**config.mk**
```make
export PLATFORM = sky130hd
export DESIGN_NAME = tick_timer
export DESIGN_NICKNAME = d
export VERILOG_FILES = /design/src/rtl/tick_timer_pkg.sv /design/src/rtl/tick_timer_ctrl.sv /design/src/rtl/tick_timer_dp.sv /design/src/rtl/tick_timer.sv
export SDC_FILE = /design/constraint.sdc
export NUM_CORES = 1
export LEC_CHECK = 0
export BUFFER_PORTS_ARGS = -buffer_cell sky130_fd_sc_hd__buf_2
export CAP_MARGIN = 40
export CORE_AREA = 2 2 84 86
export DETAILED_ROUTE_END_ITERATION = 6
export DIE_AREA = 0 0 86 88
export PLACE_DENSITY = 0.7
export RECOVER_POWER = 100
export SETUP_SLACK_MARGIN = 0.02
export SYNTH_ARGS = -nofsm -noshare
export SYNTH_HDL_FRONTEND = slang
export SYNTH_HIERARCHICAL = 1
export SYNTH_SLANG_ARGS = --single-unit
export TNS_END_PERCENT = 20
```
**constraint.sdc**
```tcl
create_clock -name clk -period 2.35 [get_ports clk]
set_clock_uncertainty 0.2 [all_clocks]
set_input_delay 0.47 -clock clk [delete_from_list [all_inputs] [get_ports clk]]
set_output_delay 0.47 -clock clk [all_outputs]
set_load 0.05 [all_outputs]
```
**src/rtl/tick_timer_pkg.sv**
```systemverilog
package tick_timer_pkg;
  // control byte bit positions
  localparam int unsigned BitMode = 0;
  localparam int unsigned BitFlag = 1;
  localparam int unsigned BitIen  = 2;
  localparam int unsigned BitRun  = 3;

  // register byte offsets
  localparam logic [7:0] OffCtl    = 8'h10;
  localparam logic [7:0] OffReload = 8'h12;
  localparam logic [7:0] OffCount  = 8'h20;

  typedef struct packed {
    logic restart;   // load counter from reload value
    logic step;      // count one tick
    logic relWr;     // a reload byte is being written
    logic periodic;  // reload on expiry
  } strobe_t;
endpackage

```
**src/rtl/tick_timer_ctrl.sv**
```systemverilog
module tick_timer_ctrl
  import tick_timer_pkg::*;
#(
  parameter int ADDR_W = 8,
  parameter int DATA_W = 8,
  parameter int CNT_W  = 16
) (
  input  logic              clk,
  input  logic              rstN,
  input  logic              tickEn,
  input  logic              wrEn,
  input  logic [ADDR_W-1:0] addr,
  input  logic [DATA_W-1:0] wrData,
  input  logic              expire,
  output strobe_t           strb,
  output logic [DATA_W-1:0] ctlQ
);
  localparam int NB = CNT_W / DATA_W;

  logic ctlWr, cntWr, relWr, startWr;
  logic [DATA_W-1:0] ctlNxt;

  always_comb begin
    cntWr = 1'b0;
    relWr = 1'b0;
    for (int i = 0; i < NB; i++) begin
      if (addr == ADDR_W'(OffCount) + ADDR_W'(i))  cntWr = wrEn;
      if (addr == ADDR_W'(OffReload) + ADDR_W'(i)) relWr = wrEn;
    end
  end

  assign ctlWr   = wrEn && (addr == ADDR_W'(OffCtl));
  assign startWr = ctlWr && wrData[BitRun] && !ctlQ[BitRun];

  always_comb begin
    strb.restart  = startWr || cntWr;
    strb.step     = ctlQ[BitRun] && tickEn && !strb.restart;
    strb.relWr    = relWr;
    strb.periodic = ctlQ[BitMode];
  end

  always_comb begin
    ctlNxt = ctlQ;
    if (ctlWr) begin
      ctlNxt          = wrData;
      ctlNxt[BitFlag] = ctlQ[BitFlag] & ~wrData[BitFlag];
    end
    if (expire) begin
      ctlNxt[BitFlag] = 1'b1;
      if (!ctlQ[BitMode] && !ctlWr) ctlNxt[BitRun] = 1'b0;
    end
  end

  always_ff @(posedge clk or negedge rstN) begin
    if (!rstN) ctlQ <= '0;
    else       ctlQ <= ctlNxt;
  end
endmodule

```
**src/rtl/tick_timer_dp.sv**
```systemverilog
module tick_timer_dp
  import tick_timer_pkg::*;
#(
  parameter int ADDR_W = 8,
  parameter int DATA_W = 8,
  parameter int CNT_W  = 16
) (
  input  logic              clk,
  input  logic              rstN,
  input  strobe_t           strb,
  input  logic [ADDR_W-1:0] addr,
  input  logic [DATA_W-1:0] wrData,
  output logic              expire,
  output logic [CNT_W-1:0]  reloadQ,
  output logic [CNT_W-1:0]  countQ
);
  localparam int NB = CNT_W / DATA_W;

  for (genvar g = 0; g < NB; g++) begin : g_lane
    logic laneHit;
    assign laneHit = strb.relWr && (addr == ADDR_W'(OffReload) + ADDR_W'(g));
    always_ff @(posedge clk or negedge rstN) begin
      if (!rstN)        reloadQ[g*DATA_W +: DATA_W] <= '0;
      else if (laneHit) reloadQ[g*DATA_W +: DATA_W] <= wrData;
    end
  end

  assign expire = strb.step && (countQ <= CNT_W'(1));

  always_ff @(posedge clk or negedge rstN) begin
    if (!rstN)                      countQ <= '0;
    else if (strb.restart)          countQ <= reloadQ;
    else if (expire)                countQ <= strb.periodic ? reloadQ : '0;
    else if (strb.step)             countQ <= countQ - CNT_W'(1);
  end
endmodule

```
**src/rtl/tick_timer.sv**
```systemverilog
module tick_timer
  import tick_timer_pkg::*;
#(
  parameter int ADDR_W = 8,
  parameter int DATA_W = 8,
  parameter int CNT_W  = 16
) (
  input  logic              clk,
  input  logic              rstN,
  input  logic              tickEn,
  input  logic              wrEn,
  input  logic [ADDR_W-1:0] addr,
  input  logic [DATA_W-1:0] wrData,
  output logic [DATA_W-1:0] rdData,
  output logic              irq
);
  localparam int NB = CNT_W / DATA_W;

  strobe_t           strb;
  logic              expire;
  logic [DATA_W-1:0] ctlQ;
  logic [CNT_W-1:0]  reloadQ;
  logic [CNT_W-1:0]  countQ;

  tick_timer_ctrl #(.ADDR_W(ADDR_W), .DATA_W(DATA_W), .CNT_W(CNT_W)) u_ctrl (
    .clk(clk), .rstN(rstN), .tickEn(tickEn), .wrEn(wrEn), .addr(addr),
    .wrData(wrData), .expire(expire), .strb(strb), .ctlQ(ctlQ)
  );

  tick_timer_dp #(.ADDR_W(ADDR_W), .DATA_W(DATA_W), .CNT_W(CNT_W)) u_dp (
    .clk(clk), .rstN(rstN), .strb(strb), .addr(addr), .wrData(wrData),
    .expire(expire), .reloadQ(reloadQ), .countQ(countQ)
  );

  always_comb begin
    rdData = '0;
    if (addr == ADDR_W'(OffCtl)) rdData = ctlQ;
    for (int i = 0; i < NB; i++) begin
      if (addr == ADDR_W'(OffReload) + ADDR_W'(i)) rdData = reloadQ[i*DATA_W +: DATA_W];
      if (addr == ADDR_W'(OffCount) + ADDR_W'(i))  rdData = countQ[i*DATA_W +: DATA_W];
    end
  end

  assign irq = ctlQ[BitFlag] & ctlQ[BitIen];
endmodule

```
# Word-level counts from Yosys, hierarchy flattened
# Cells that the tools add are included.
dict set report word_totals {
  elab_cells 49
  input_bits 20
  out_inout_bits 9
  regBits 40
}
dict set report op_classes {
  order_cmp 1
  n_eq_ne 5
  muxes 17
  n_reduce_logical 16
  n_addsub 1
  n_bitwise 3
}
# operator n
set op_table {}
lappend op_table {{16-bit two-way mux} 4}
lappend op_table {{8-bit two-way mux} 5}
lappend op_table {{8-bit by 5-bit equality test with 1-bit output, second input constant} 3}
lappend op_table {{8-bit by 6-bit equality test with 1-bit output, second input constant} 2}
lappend op_table {{16-bit by 1-bit less-or-equal comparator with 1-bit output, second input constant} 1}
lappend op_table {{16-bit by 1-bit subtractor with 16-bit output, second input constant} 1}
lappend op_table {{1-bit logical AND} 9}
lappend op_table {{1-bit two-way mux} 7}
lappend op_table {{1-bit logical NOT} 4}
lappend op_table {{4-bit two-way mux} 1}
lappend op_table {{3-bit nonzero test} 1}
lappend op_table {{1-bit AND} 2}
lappend op_table {{2-bit nonzero test} 1}
lappend op_table {{1-bit logical OR} 1}
lappend op_table {{1-bit NOT} 1}

# Depth between registers and ports, before layout
dict set report logic_depth {
  depth_word 10
  depth_mapped 8
  mapped_depth_nobuf 8
}

# Modules after synthesis
# The synthesis kept the hierarchy.
# mod seq_area_each_um2 instances area_per_inst_um2 cells_each
set modules_own_cells {}
lappend modules_own_cells {tick_timer_dp 800.8 1 1810.5 167}
lappend modules_own_cells {tick_timer 0.0 1 404.1 58}
lappend modules_own_cells {tick_timer_ctrl 200.2 1 397.9 32}

# Worst setup path before layout
# OpenSTA, ideal clock, no wires.
dict set report synth_path {
  kind {input to register}
  startpoint {input addr[1]}
  endpoint {register u_dp.countQ[13]}
  t_arrival_ns 2.204
  stages 8
  path_slack_ns -0.180
  setup_ns 0.126
  path_buffers 2
  required_ns 2.024
  cell_sequence {nor4b_1 a21oi_1 buf_4 or3b_4 nor2_1 a31o_4 buf_6 a221o_1}
}
# item line
set synth_lines {}
lappend synth_lines {{start: declaration} tick_timer.sv:12} ;# input logic [ADDR_W-1:0] addr,
lappend synth_lines {{end signal: assignment} tick_timer_dp.sv:32} ;# else if (strb.restart) countQ <= reloadQ;
lappend synth_lines {{end signal: assignment} tick_timer_dp.sv:33} ;# else if (expire) countQ <= strb.periodic ? reloadQ : '0;
lappend synth_lines {{end signal: assignment} tick_timer_dp.sv:34} ;# else if (strb.step) countQ <= countQ - CNT_W'(1);
lappend synth_lines {{end: declaration} tick_timer_dp.sv:15} ;# output logic [CNT_W-1:0] countQ

# Worst setup path in the final report
dict set report layout_path {
  startpoint {input addr[2]}
  endpoint {output rdData[0]}
}
dict set report layout_between {
  elab_chain_len 6
  word_cells_on_any_way 10
  cone_classes {eq/ne (5); mux (5)}
}
# item line
set layout_lines {}
lappend layout_lines {{8-bit by 5-bit equality test with 1-bit output} tick_timer.sv:37} ;# if (addr == ADDR_W'(OffCtl)) rdData = ctlQ;
lappend layout_lines {{8-bit two-way mux} tick_timer.sv:37}
lappend layout_lines {{8-bit two-way mux} tick_timer.sv:39} ;# if (addr == ADDR_W'(OffReload) + ADDR_W'(i)) rdData = reloadQ[i*DATA_W +: DATA_W];
lappend layout_lines {{8-bit two-way mux} tick_timer.sv:40} ;# if (addr == ADDR_W'(OffCount) + ADDR_W'(i)) rdData = countQ[i*DATA_W +: DATA_W];
lappend layout_lines {{8-bit two-way mux} tick_timer.sv:39}
lappend layout_lines {{8-bit two-way mux *} tick_timer.sv:40}
lappend layout_lines {{end: declaration} tick_timer.sv:14} ;# output logic [DATA_W-1:0] rdData,
# Mark *: on every way between the ends. The rest lies on a longest branch, timed or not.

==> run metrics <==
Worst Path Required=1.68 ns; number of nets still failing antenna checks after routing=0; Inserted Clock Buffers=5; wire length of the first global-routing pass=13100 um; biggest area contributors in the synthesized netlist=dfrtp_1 (38%), mux2_1 (7.3%), a32o_1 (3.4%); fin. max-slew vios=0; Max Cap Viol=0; final setup violating endpoints=8; post-layout net count=360; routing usage on met2=36.9%; num ports=29; GRT Residual Overflow=0; met1 Use GR=29.6%; H-tree level count=2; relative slew slack=35.1%; unrepaired setup endpoints after global routing=yes; Post-Syn Nets=279; cell area after placement=0.00324 sq mm; overall routing resource usage=22.5%; Avg Vias per Cell=6.01; share of Yosys cell area claimed by the top area cell type=38.3%; Die Ht=88 um; Final Cell Area=0.00350 sq mm; hold slack=0.177 ns; setup slack of the critical path after layout=-0.130 ns; post-route core utilization=52.7%; final hold violation count=0; clock tree from TritonCTS=built; shortest period the worst path allows=2.48 ns; violated checks=setup timing; Cell Pwr Density=481 mW/mm^2; count of TritonRoute iterations in the first routing pass=5; Most used DFF post-synth=dfrtp_1; final worst-path cycle share=106%; number of port buffers=28; Unique masters post-synth=67; Placeable Area=0.00664 sq mm; Horiz. Die Dim=86 um; initial antenna violation count=0; buffers from clock root to sink, at most=2; Inserted Diodes=0; initial drt markers=276; fraction of final layout cells with drive strength greater than 1=42.8%; Total Negative Setup Slacks=-0.837 ns; RePlAce Congestion=0.943; mean post-synth cell area=10.2 sq um; warnings from Yosys=6; Seq cells post-synth=40; Worst Path Max Fanout=7; min-delay worst type=input pin to flop; slew at the pin closest to its max-slew limit=0.973 ns; DR vias=2518; type of element capturing the critical path=output port; Hold Buf Count CTS=0; area added between synthesis and finish=34.0%; highest achievable clock rate=403 MHz; fill cell instance count of the final layout=559; crit path kind=input pin to output port; vias in the first global route=2546; Die Outline Area=0.00757 sq mm; HPWL reported at the end of detailed placement=6110 um; status=finished, violations left; total wire length=8000 um; clock network latency to the later pin of the worst-skew pair=0.30 ns; DRC Markers=0; post-synthesis instance total=257; signal arrival time at the worst endpoint=1.81 ns; leak pwr=1.59 nW; starting density of the core=39.3%; cell area after synthesis=0.00261 sq mm; Post-synth EDFFs=0; met3 demand-to-capacity share in global routing=3.68%; routed wirelength normalized by instance count=19.1 um; share of flip-flops with an asynchronous set or reset after synthesis=100%; Seq/Total Area, Yosys=38.3%; sink count of the clock tree=40; cell type with the highest aggregate area in the netlist=dfrtp_1; Rows=30; largest vdd supply drop=0.445 mV; clock tree root buffer cell=clkbuf_8; GRT Max-Usage Layer=met2; Clock transition at path regs=0.08 ns; critical path startpoint category=input pin; largest net degree at the start of global routing=41
[metrics by stage]
stage                     worst slack, ns  instances  power [mW]
after floorplan                   -0.0896        257       0.924
after global placement             -0.325        409        1.11
after detailed placement           -0.368        409        1.10
after CTS                          -0.123        419        1.69
after global routing               -0.167        419        1.77
final                              -0.130        419        1.68
[Yosys cell counts, drive strengths merged (2+ instances only)]
cell / n
nor4: 9
nor4b: 5
a21oi: 4
or2: 11
o211ai: 2
nor3b: 2
dfrtp: 40
nand3: 5
o21a: 3
a32o: 10
or3b: 2
nand4: 5
and3: 2
buf: 9
clkbuf: 5
ha: 2
xnor2: 2
a211oi: 3
nand2b: 2
a22o: 3
and2: 2
o21ai: 4
a31oi: 2
mux2: 23
o31ai: 2
a221o: 4
o22ai: 8
inv: 12
or3: 2
o221ai: 3
xor2: 2
nor2b: 4
or4: 2
nand2: 11
a22oi: 8
nor2: 19
a211o: 3
nor3: 6
[flip-flops by register name, indices dropped and copies added (netlist names)]
name	count
u_dp/countQ	16
u_dp/reloadQ	16
u_ctrl/ctlQ	8
[final cells by class]
type / count / area [sq um] / share of cell area [%]
clock buffer: 5 / 68.8 / 1.97
timing repair buffer: 88 / 666 / 19.0
tap: 80 / 100 / 2.86
clock inverter: 3 / 42.5 / 1.22
sequential: 40 / 1000 / 28.6
inverter: 12 / 45.0 / 1.29
multi-input combinational: 191 / 1580 / 45.0
[repair_timing]
action	in CTS	in global routing
endpoints found under the setup margin	9	27
buffers inserted	2	0
pin swaps	4	4
gates cloned	0	0
resized for setup	36	10
[worst max-delay path, stage by stage]
cell     delay, ns
buf_8         0.10
buf_6         0.11
or4_4         0.50
a21oi_4       0.23
a32o_2        0.26
buf_8         0.15
[worst paths after layout]
kind	start	end	slack, ns	cells after the start
min in group asynchronous	rstN	u_dp/countQ[0]$_DFFE_PN0P_	0.20	2
worst max register to register	u_dp/countQ[0]$_DFFE_PN0P_	u_dp/countQ[12]$_DFFE_PN0P_	0.09	6
worst min-delay path	wrData[1]	u_ctrl/ctlQ[1]$_DFFE_PN0P_	0.18	2
worst max-delay path	addr[2]	rdData[0]	-0.13	6
worst min register to register	u_dp/reloadQ[14]$_DFFE_PN0P_	u_dp/countQ[14]$_DFFE_PN0P_	0.34	1
max in group asynchronous	rstN	u_dp/reloadQ[14]$_DFFE_PN0P_	1.14	2
[logic make-up (layout without fill, tap and decap cells)]
logic type	after synthesis	after routing	share of synthesized area (%)
compound gates	71	71	22.9
fa+ha+maj	2	2	0.958
flops	40	40	38.3
mux	24	24	10.3
buf+inv	26	108	5.27
simple gates	90	90	20.9
xor+xnor	4	4	1.34
[where the power goes]
part	leakage (nW)	internal (mW)	switching, mW
clock network	0.0541	0.314	0.252
logic	1.00	0.172	0.189
registers	0.538	0.717	0.0379
total	1.59	1.20	0.479
[placed cells by master (no fill, tap or decap), types with 3 or more instances in the layout]
cell,instances
a211o_1,3
a211oi_1,3
a221o_1,4
a22o_1,3
a22oi_1,5
a22oi_2,3
a32o_2,8
buf_2,17
buf_4,56
buf_6,9
buf_8,3
clkbuf_8,5
dfrtp_1,40
inv_1,12
mux2_1,17
mux2_2,6
nand2_1,11
nand3_1,4
nand4_1,5
nor2_1,17
nor3_1,5
nor4_1,5
nor4_2,4
o21a_1,3
o221ai_1,3
o22ai_1,8
or2_2,9
[per-layer routing]
layer,part of all wire [%],routed length (um)
met4,3.8,303
met1,44,3510
met3,4.9,393
met2,47,3790
met5,0,0
No activity file was read; power rests on OpenSTA's default activity.
